--- src/rtl/vclip_pkg.sv ---
package vclip_pkg;
  typedef enum logic [1:0] {
    PK_LINE   = 2'd0,
    PK_INFO   = 2'd1,
    PK_COMMIT = 2'd2,
    PK_RSVD   = 2'd3
  } pkt_kind_e;

  localparam logic [2:0] RA_LEFT   = 3'd0;
  localparam logic [2:0] RA_TOP    = 3'd1;
  localparam logic [2:0] RA_WIDTH  = 3'd2;
  localparam logic [2:0] RA_HEIGHT = 3'd3;
  localparam logic [2:0] RA_COMMIT = 3'd4;
  localparam logic [2:0] RA_IN_W   = 3'd5;
  localparam logic [2:0] RA_IN_H   = 3'd6;
  localparam logic [2:0] RA_FCOUNT = 3'd7;
endpackage

--- src/rtl/vclip_regs.sv ---
module vclip_regs
  import vclip_pkg::*;
#(
  parameter int DIMW     = 12,
  parameter int REGW     = 16,
  parameter bit DEBUG_EN = 1'b1
) (
  input  logic            clk,
  input  logic            rst,
  input  logic            reg_wr,
  input  logic            reg_rd,
  input  logic [2:0]      reg_addr,
  input  logic [DIMW-1:0] reg_wdata,
  output logic [REGW-1:0] reg_rdata,
  input  logic            commit_pkt_i,
  input  logic            field_start_i,
  input  logic [DIMW-1:0] in_w_i,
  input  logic [DIMW-1:0] in_h_i,
  output logic [DIMW-1:0] sel_left,
  output logic [DIMW-1:0] sel_top,
  output logic [DIMW-1:0] sel_w,
  output logic [DIMW-1:0] sel_h
);
  logic [DIMW-1:0] sh_l, sh_t, sh_w, sh_h;
  logic [DIMW-1:0] ac_l, ac_t, ac_w, ac_h;
  logic            pending;
  logic            commit_wr;
  logic            arm;
  logic [DIMW-1:0] dbg_w, dbg_h;
  logic [REGW-1:0] fcnt;

  assign commit_wr = reg_wr && (reg_addr == RA_COMMIT);
  assign arm       = pending || commit_wr || commit_pkt_i;

  // The window the next dimension packet will use
  assign sel_left = arm ? sh_l : ac_l;
  assign sel_top  = arm ? sh_t : ac_t;
  assign sel_w    = arm ? sh_w : ac_w;
  assign sel_h    = arm ? sh_h : ac_h;

  always_ff @(posedge clk) begin
    if (rst) begin
      sh_l    <= '0;
      sh_t    <= '0;
      sh_w    <= '1;
      sh_h    <= '1;
      ac_l    <= '0;
      ac_t    <= '0;
      ac_w    <= '1;
      ac_h    <= '1;
      pending <= 1'b0;
    end else begin
      if (reg_wr) begin
        case (reg_addr)
          RA_LEFT:   sh_l <= reg_wdata;
          RA_TOP:    sh_t <= reg_wdata;
          RA_WIDTH:  sh_w <= reg_wdata;
          RA_HEIGHT: sh_h <= reg_wdata;
          default: ;
        endcase
      end
      if (field_start_i) begin
        if (arm) begin
          ac_l <= sh_l;
          ac_t <= sh_t;
          ac_w <= sh_w;
          ac_h <= sh_h;
        end
        pending <= 1'b0;
      end else if (commit_wr || commit_pkt_i) begin
        pending <= 1'b1;
      end
    end
  end

  generate
    if (DEBUG_EN) begin : g_dbg
      always_ff @(posedge clk) begin
        if (rst) begin
          dbg_w <= '0;
          dbg_h <= '0;
          fcnt  <= '0;
        end else if (field_start_i) begin
          dbg_w <= in_w_i;
          dbg_h <= in_h_i;
          fcnt  <= fcnt + 1'b1;
        end
      end
    end else begin : g_nodbg
      assign dbg_w = '0;
      assign dbg_h = '0;
      assign fcnt  = '0;
    end
  endgenerate

  always_ff @(posedge clk) begin
    if (rst) begin
      reg_rdata <= '0;
    end else if (reg_rd) begin
      case (reg_addr)
        RA_LEFT:   reg_rdata <= REGW'(sh_l);
        RA_TOP:    reg_rdata <= REGW'(sh_t);
        RA_WIDTH:  reg_rdata <= REGW'(sh_w);
        RA_HEIGHT: reg_rdata <= REGW'(sh_h);
        RA_IN_W:   reg_rdata <= REGW'(dbg_w);
        RA_IN_H:   reg_rdata <= REGW'(dbg_h);
        RA_FCOUNT: reg_rdata <= fcnt;
        default:   reg_rdata <= '0;
      endcase
    end
  end

  AST_COMMIT_AT_FIELD: assert property (@(posedge clk) disable iff (rst)
    field_start_i && pending |=> !pending && (ac_w == $past(sh_w)) && (ac_l == $past(sh_l)))
    else $error("commit not applied at field start");
  AST_ACTIVE_HELD: assert property (@(posedge clk) disable iff (rst)
    !field_start_i |=> $stable(ac_w) && $stable(ac_h) && $stable(ac_l) && $stable(ac_t))
    else $error("active window changed outside a field start");
endmodule

--- src/rtl/vclip_stream.sv ---
module vclip_stream
  import vclip_pkg::*;
#(
  parameter int DW   = 24,
  parameter int DIMW = 12
) (
  input  logic            clk,
  input  logic            rst,
  input  logic            s_valid,
  output logic            s_ready,
  input  logic [DW-1:0]   s_data,
  input  logic [1:0]      s_kind,
  input  logic            s_eop,
  output logic            m_valid,
  input  logic            m_ready,
  output logic [DW-1:0]   m_data,
  output logic            m_info,
  output logic            m_sop,
  output logic            m_eop,
  input  logic [DIMW-1:0] sel_left,
  input  logic [DIMW-1:0] sel_top,
  input  logic [DIMW-1:0] sel_w,
  input  logic [DIMW-1:0] sel_h,
  output logic            field_start_o,
  output logic            commit_pkt_o,
  output logic [DIMW-1:0] in_w_o,
  output logic [DIMW-1:0] in_h_o
);
  typedef enum logic [1:0] {ST_IDLE, ST_LINE, ST_PAD} st_e;

  st_e             state;
  logic [DIMW-1:0] row, icol, ocol;
  logic [DIMW-1:0] act_l, act_t, ow, oh;
  logic [DW-1:0]   o_data;
  logic            o_valid, o_info, o_sop, o_eop;

  logic            can_load, take;
  pkt_kind_e       kind;
  logic [DIMW-1:0] new_ow, new_oh, ocol_next;
  logic            row_hit, col_hit, emit, short_line;

  function automatic logic [DIMW-1:0] clip_len(input logic [DIMW-1:0] full,
                                               input logic [DIMW-1:0] off,
                                               input logic [DIMW-1:0] req);
    logic [DIMW-1:0] room;
    room = (full > off) ? (full - off) : '0;
    return (req < room) ? req : room;
  endfunction

  assign can_load  = !o_valid || m_ready;
  assign s_ready   = can_load && (state != ST_PAD);
  assign take      = s_valid && s_ready;
  assign kind      = pkt_kind_e'(s_kind);
  assign in_w_o    = s_data[DIMW-1:0];
  assign in_h_o    = s_data[2*DIMW-1:DIMW];
  assign new_ow    = clip_len(in_w_o, sel_left, sel_w);
  assign new_oh    = clip_len(in_h_o, sel_top, sel_h);

  assign row_hit   = ({1'b0, row} >= {1'b0, act_t}) &&
                     ({1'b0, row} < ({1'b0, act_t} + {1'b0, oh}));
  assign col_hit   = (icol >= act_l) && (ocol < ow);
  assign emit      = row_hit && col_hit;
  assign ocol_next = ocol + {{(DIMW-1){1'b0}}, emit};
  assign short_line = row_hit && s_eop && (ocol_next < ow);

  assign field_start_o = take && (kind == PK_INFO);
  assign commit_pkt_o  = take && (kind == PK_COMMIT);

  always_ff @(posedge clk) begin
    if (rst) begin
      state   <= ST_IDLE;
      row     <= '0;
      icol    <= '0;
      ocol    <= '0;
      act_l   <= '0;
      act_t   <= '0;
      ow      <= '0;
      oh      <= '0;
      o_valid <= 1'b0;
      o_data  <= '0;
      o_info  <= 1'b0;
      o_sop   <= 1'b0;
      o_eop   <= 1'b0;
    end else begin
      if (can_load) o_valid <= 1'b0;
      if (take && kind == PK_INFO) begin
        o_valid <= 1'b1;
        o_info  <= 1'b1;
        o_sop   <= 1'b1;
        o_eop   <= 1'b1;
        o_data  <= DW'({new_oh, new_ow});
        act_l   <= sel_left;
        act_t   <= sel_top;
        ow      <= new_ow;
        oh      <= new_oh;
        row     <= '0;
        icol    <= '0;
        ocol    <= '0;
        state   <= ST_LINE;
      end else if (take && kind == PK_LINE && state == ST_LINE) begin
        if (emit) begin
          o_valid <= 1'b1;
          o_info  <= 1'b0;
          o_data  <= s_data;
          o_sop   <= (ocol == '0);
          o_eop   <= (ocol_next == ow);
        end
        if (s_eop) begin
          icol <= '0;
          if (short_line) begin
            ocol  <= ocol_next;
            state <= ST_PAD;
          end else begin
            ocol <= '0;
            if (row != '1) row <= row + 1'b1;
          end
        end else begin
          if (icol != '1) icol <= icol + 1'b1;
          ocol <= ocol_next;
        end
      end else if (state == ST_PAD && can_load) begin
        o_valid <= 1'b1;
        o_info  <= 1'b0;
        o_data  <= '0;
        o_sop   <= (ocol == '0);
        o_eop   <= (ocol + 1'b1 == ow);
        if (ocol + 1'b1 == ow) begin
          ocol  <= '0;
          state <= ST_LINE;
          if (row != '1) row <= row + 1'b1;
        end else begin
          ocol <= ocol + 1'b1;
        end
      end
    end
  end

  assign m_valid = o_valid;
  assign m_data  = o_data;
  assign m_info  = o_info;
  assign m_sop   = o_sop;
  assign m_eop   = o_eop;

  // Checker counters over accepted output beats
  logic [DIMW:0] lcnt, lines_out;
  always_ff @(posedge clk) begin
    if (rst) begin
      lcnt      <= '0;
      lines_out <= '0;
    end else if (o_valid && m_ready) begin
      if (o_info) begin
        lcnt      <= '0;
        lines_out <= '0;
      end else if (o_eop) begin
        lcnt      <= '0;
        lines_out <= lines_out + 1'b1;
      end else begin
        lcnt <= lcnt + 1'b1;
      end
    end
  end

  AST_HOLD_OUT: assert property (@(posedge clk) disable iff (rst)
    o_valid && !m_ready |=> o_valid && $stable(o_data) && $stable(o_sop) && $stable(o_eop) && $stable(o_info))
    else $error("output changed while stalled");
  AST_LINE_WIDTH: assert property (@(posedge clk) disable iff (rst)
    o_valid && m_ready && !o_info && o_eop |-> (lcnt + 1'b1) == {1'b0, ow})
    else $error("output line length differs from clipped width");
  AST_LINE_COUNT: assert property (@(posedge clk) disable iff (rst)
    o_valid && m_ready && !o_info && o_eop |-> lines_out < {1'b0, oh})
    else $error("too many output lines");
  AST_SOP_FIRST: assert property (@(posedge clk) disable iff (rst)
    o_valid && !o_info |-> (o_sop == (lcnt == '0)))
    else $error("start marker misplaced");
endmodule

--- src/rtl/vid_clipper.sv ---
module vid_clipper #(
  parameter int DW       = 24,
  parameter int DIMW     = 12,
  parameter int REGW     = 16,
  parameter bit DEBUG_EN = 1'b1
) (
  input  logic            clk,
  input  logic            rst,
  input  logic            s_valid,
  output logic            s_ready,
  input  logic [DW-1:0]   s_data,
  input  logic [1:0]      s_kind,
  input  logic            s_eop,
  output logic            m_valid,
  input  logic            m_ready,
  output logic [DW-1:0]   m_data,
  output logic            m_info,
  output logic            m_sop,
  output logic            m_eop,
  input  logic            reg_wr,
  input  logic            reg_rd,
  input  logic [2:0]      reg_addr,
  input  logic [DIMW-1:0] reg_wdata,
  output logic [REGW-1:0] reg_rdata
);
  logic [DIMW-1:0] sel_left, sel_top, sel_w, sel_h;
  logic [DIMW-1:0] in_w, in_h;
  logic            field_start, commit_pkt;

  vclip_regs #(.DIMW(DIMW), .REGW(REGW), .DEBUG_EN(DEBUG_EN)) u_regs (
    .clk(clk), .rst(rst),
    .reg_wr(reg_wr), .reg_rd(reg_rd), .reg_addr(reg_addr),
    .reg_wdata(reg_wdata), .reg_rdata(reg_rdata),
    .commit_pkt_i(commit_pkt), .field_start_i(field_start),
    .in_w_i(in_w), .in_h_i(in_h),
    .sel_left(sel_left), .sel_top(sel_top), .sel_w(sel_w), .sel_h(sel_h)
  );

  vclip_stream #(.DW(DW), .DIMW(DIMW)) u_stream (
    .clk(clk), .rst(rst),
    .s_valid(s_valid), .s_ready(s_ready), .s_data(s_data),
    .s_kind(s_kind), .s_eop(s_eop),
    .m_valid(m_valid), .m_ready(m_ready), .m_data(m_data),
    .m_info(m_info), .m_sop(m_sop), .m_eop(m_eop),
    .sel_left(sel_left), .sel_top(sel_top), .sel_w(sel_w), .sel_h(sel_h),
    .field_start_o(field_start), .commit_pkt_o(commit_pkt),
    .in_w_o(in_w), .in_h_o(in_h)
  );
endmodule

--- config.mk ---
export PLATFORM = sky130hd
export DESIGN_NAME = vid_clipper
export DESIGN_NICKNAME = d
export VERILOG_FILES = /design/src/rtl/vclip_pkg.sv /design/src/rtl/vclip_regs.sv /design/src/rtl/vclip_stream.sv /design/src/rtl/vid_clipper.sv
export SDC_FILE = /design/constraint.sdc
export NUM_CORES = 1
export LEC_CHECK = 0
export ABC_AREA = 1
export ABC_CLOCK_PERIOD_IN_PS = 7600
export BUFFER_PORTS_ARGS = -buffer_cell sky130_fd_sc_hd__buf_2
export CAP_MARGIN = 5
export CORE_MARGIN = 4
export CORE_UTILIZATION = 60
export CTS_CLUSTER_DIAMETER = 30
export DETAILED_ROUTE_END_ITERATION = 12
export HOLD_SLACK_MARGIN = 0.03
export PLACE_DENSITY = 0.9
export SLEW_MARGIN = 20
export SYNTH_ARGS = -nofsm -noshare
export SYNTH_HDL_FRONTEND = slang
export SYNTH_SLANG_ARGS = --single-unit
--- constraint.sdc ---
create_clock -name clk -period 7.6 [get_ports clk]
set_input_delay 1.52 -clock clk [delete_from_list [all_inputs] [get_ports clk]]
set_output_delay 1.52 -clock clk [all_outputs]
set_load 0.01 [all_outputs]
==> impl_metrics.csv <==
group,metric,value,unit
clocking,cts-root-buf,"clkbuf_16",
cells_and_area,diodes,0,
clocking,postCtsHoldBufs,0,
min_path,hold_start,"u_stream.m_sop",
synth,synth-edff-count,0,
synth,synthTopCellsByArea,"dfxtp_1, nand2_1, ha_1",
clocking,clock_latency,0.55,ns
power,combinationalPowerShare,16.9,%
clocking,cts_tree,"yes",
timing,report.final.hold_viol_count,0,
worst_setup_path,worst_path_largest_cell_delay,0.48,ns
routing,via_per_inst,5.94,
synth,synthArstFlopShare,0,%
routing,num_vias,15600,
worst_setup_path,crit_start,"u_regs.ac_t[0]",
timing,fin_crit,6.42,ns
cells_and_area,n_fill_cell,1965,
global_route,antenna_found_initial,0,
die,die_area,27400,sq um
timing,setup_violations,0,
cells_and_area,register_area,4860,sq um
routing,drc,0,
power,pwr-share-clk,51.7,%
power,intPower,3.01,mW
cells_and_area,area_growth_syn_to_layout,16.1,%
min_path,hold_class,"register to register",
cells_and_area,largest_register_ffs,24,
clocking,clockBufferDepth,3,
power,p_switching,1.29,mW
worst_setup_path,crit_arrival,6.90,ns
synth,ys_seq_area_share,32.7,%
clocking,clkTransAtPathRegs,0.05,ns
clocking,htree_levels,2,
synth,avgSynthCellArea,6.82,sq um
placed_design,io_buffers,92,
worst_setup_path,endpoint_kind,"register",
clocking,post-cts-setup-buffer-count,0,
routing,wirelength,47700,microns
routing,drtIter0Drc,1997,
placed_design,gp_congestion,1.02,
worst_setup_path,timing.rr.start,"u_regs.ac_t[0]",
timing,max_freq,0.156,GHz
die,fp.dieH,166,microns
synth,ys_types,50,
worst_setup_path,critical_path_class,"register to register",
timing,drv_slew,0,
timing,rsz0062_at_grt,"false",
worst_setup_path,worstPathMaxFanout,12,
clocking,numCtsBuffers,51,
worst_setup_path,crit_slowest_cell,"dfxtp_1",
timing,slew_headroom,37.8,%
global_route,overflow,0,
worst_setup_path,crit_path_start_kind,"register",
power,p_per_area,248,nW/um^2
global_route,first_global_vias,14700,
cells_and_area,layout-drive-gt1-share,10.6,%
routing,wl_per_cell,18.2,microns
die,dieWidth,166,microns
clocking,post_cts_resized,0,
synth,yosysTopAreaCellShare,32.7,%
synth,yosys.area.top_type,"dfxtp_1",
power,power.leakage,7.94,nW
global_route,grt_max_degree,81,
timing,tightestPinTransition,0.927,ns
power,p_seq_share,31.4,%
clocking,cts_sinks,243,
cells_and_area,nets,2436,
die,rows,57,
run,max_cap_violations,0,
worst_setup_path,cp.required,8.08,ns
synth,syn-num-nets,2359,
die,io_pins,93,
status,status,"complete, no violations",
power,ir_drop,0.000191,V
synth,syn_area,14900,sq um
synth,netlist_instances,2184,
global_route,grt_pass1_wl,75000,microns
synth,synth_top_flop_cell,"dfxtp_1",
routing,first_pass_iters,8,
synth,yosysWarnings,0,
global_route,grtUsageTotal,34.3,%
power,switching_share,29.9,%
routing,ant_nets,0,
cells_and_area,multi_input_area,8380,sq um
synth,ys_ff_latch,243,
die,core-area,24400,sq um
die,start_util,61.1,%
timing,final.setup.tns,0,ns
cells_and_area,final_util,70.9,%
timing,min_period_over_period,84.4,%
timing,skew,0.0244,ns
placed_design,hpwl,34800,microns
cells by family (layout without fill, tap and decap cells):
family	after synthesis	after routing	synth area share (%)
flops	243	243	32.7
buf+inv	435	554	11.2
compound gates	484	484	18.2
fa+ha+maj	127	127	10.8
xor+xnor	44	44	2.59
simple gates	851	851	24.4
critical path: cells and delay by family (launching register included):
family	cells	cell delay [ns]
AND/OR/NAND/NOR	13	2.19
adder cells (fa/ha/maj)	6	1.61
AO/OA/AOI/OAI	6	1.30
flip-flops	1	0.48
XOR/XNOR	2	0.43
buffers and inverters	5	0.37
per-layer routing:
metal / wire length, microns / vias up / global-route usage [%] / part of all wire [%]
met5: 0 / - / 0 / 0
met4: 2210 / 0 / 15.1 / 4.6
met3: 5020 / 159 / 7.10 / 11
met2: 21200 / 887 / 55.1 / 44
met1: 19300 / 7165 / 44.6 / 40
li1: - / 7401 / - / -
metrics by stage:
stage	worst slack (ns)	cell area, sq um	hold WS, ns	total power, mW	cells
after global placement	1.24	15500	0.433	2.06	2532
after floorplan	1.77	14900	0.428	1.86	2184
final	1.18	17300	0.458	4.29	2627
after CTS	1.29	17300	0.465	4.28	2627
after global routing	0.702	17300	0.489	4.46	2627
after detailed placement	1.20	15500	0.445	2.07	2532
cell usage in the layout, fill, tap and decap left out, drive strengths merged, types with 7 or more instances in the layout:
master    n
xnor2     7
buf     107
a21oi   161
nor2    147
o22ai    80
o21bai    8
dfxtp   243
nor3     39
clkinv   25
inv     353
a221oi    7
ha      124
or2      15
nand3   146
xor2     37
o21ai   174
clkbuf   58
nand2   464
o211ai   17
nand4    28
cell type report:
type	instances	area share, %
repair buffers	107	3.31
well taps	324	2.34
clock buffers	58	7.77
inverters	352	7.64
multi-input cells	1506	48.4
clock inverters	37	2.35
flip-flops and latches	243	28.1
final timing paths:
path | slack [ns] | to | depth (start not counted)
worst max register to register | 1.18 | u_stream.ocol[10] | 32
worst min register to register | 0.46 | u_stream.m_sop | 2
worst max-delay path | 1.18 | u_stream.ocol[10] | 32
worst min-delay path | 0.46 | u_stream.m_sop | 2
cells in the mapped netlist, types with 4 or more instances:
cell type	n
nand2_2	8
nand4_1	28
clkinv_1	6
o21ai_0	167
xnor2_1	7
nor2_1	139
nor3_1	36
a221oi_1	7
or2_2	15
inv_1	342
nor4_1	6
clkbuf_1	56
ha_1	124
buf_2	21
a31oi_1	6
nor2_2	8
a21oi_1	161
o21ai_1	6
nand2_1	456
o22ai_1	80
nand3_1	144
dfxtp_1	243
o21bai_1	8
inv_2	4
o211ai_1	17
o21a_1	4
a21o_1	5
o2111ai_1	6
xor2_1	37
power groups by stage:
stage | clock, mW | sequential [mW] | combinational (mW)
after floorplan | 0 | 1.37 | 0.492
after global placement | 0 | 1.37 | 0.691
after detailed placement | 0 | 1.37 | 0.702
after CTS | 2.22 | 1.35 | 0.709
after global routing | 2.30 | 1.35 | 0.809
final | 2.22 | 1.35 | 0.727
No activity file was read; power rests on OpenSTA's default activity.
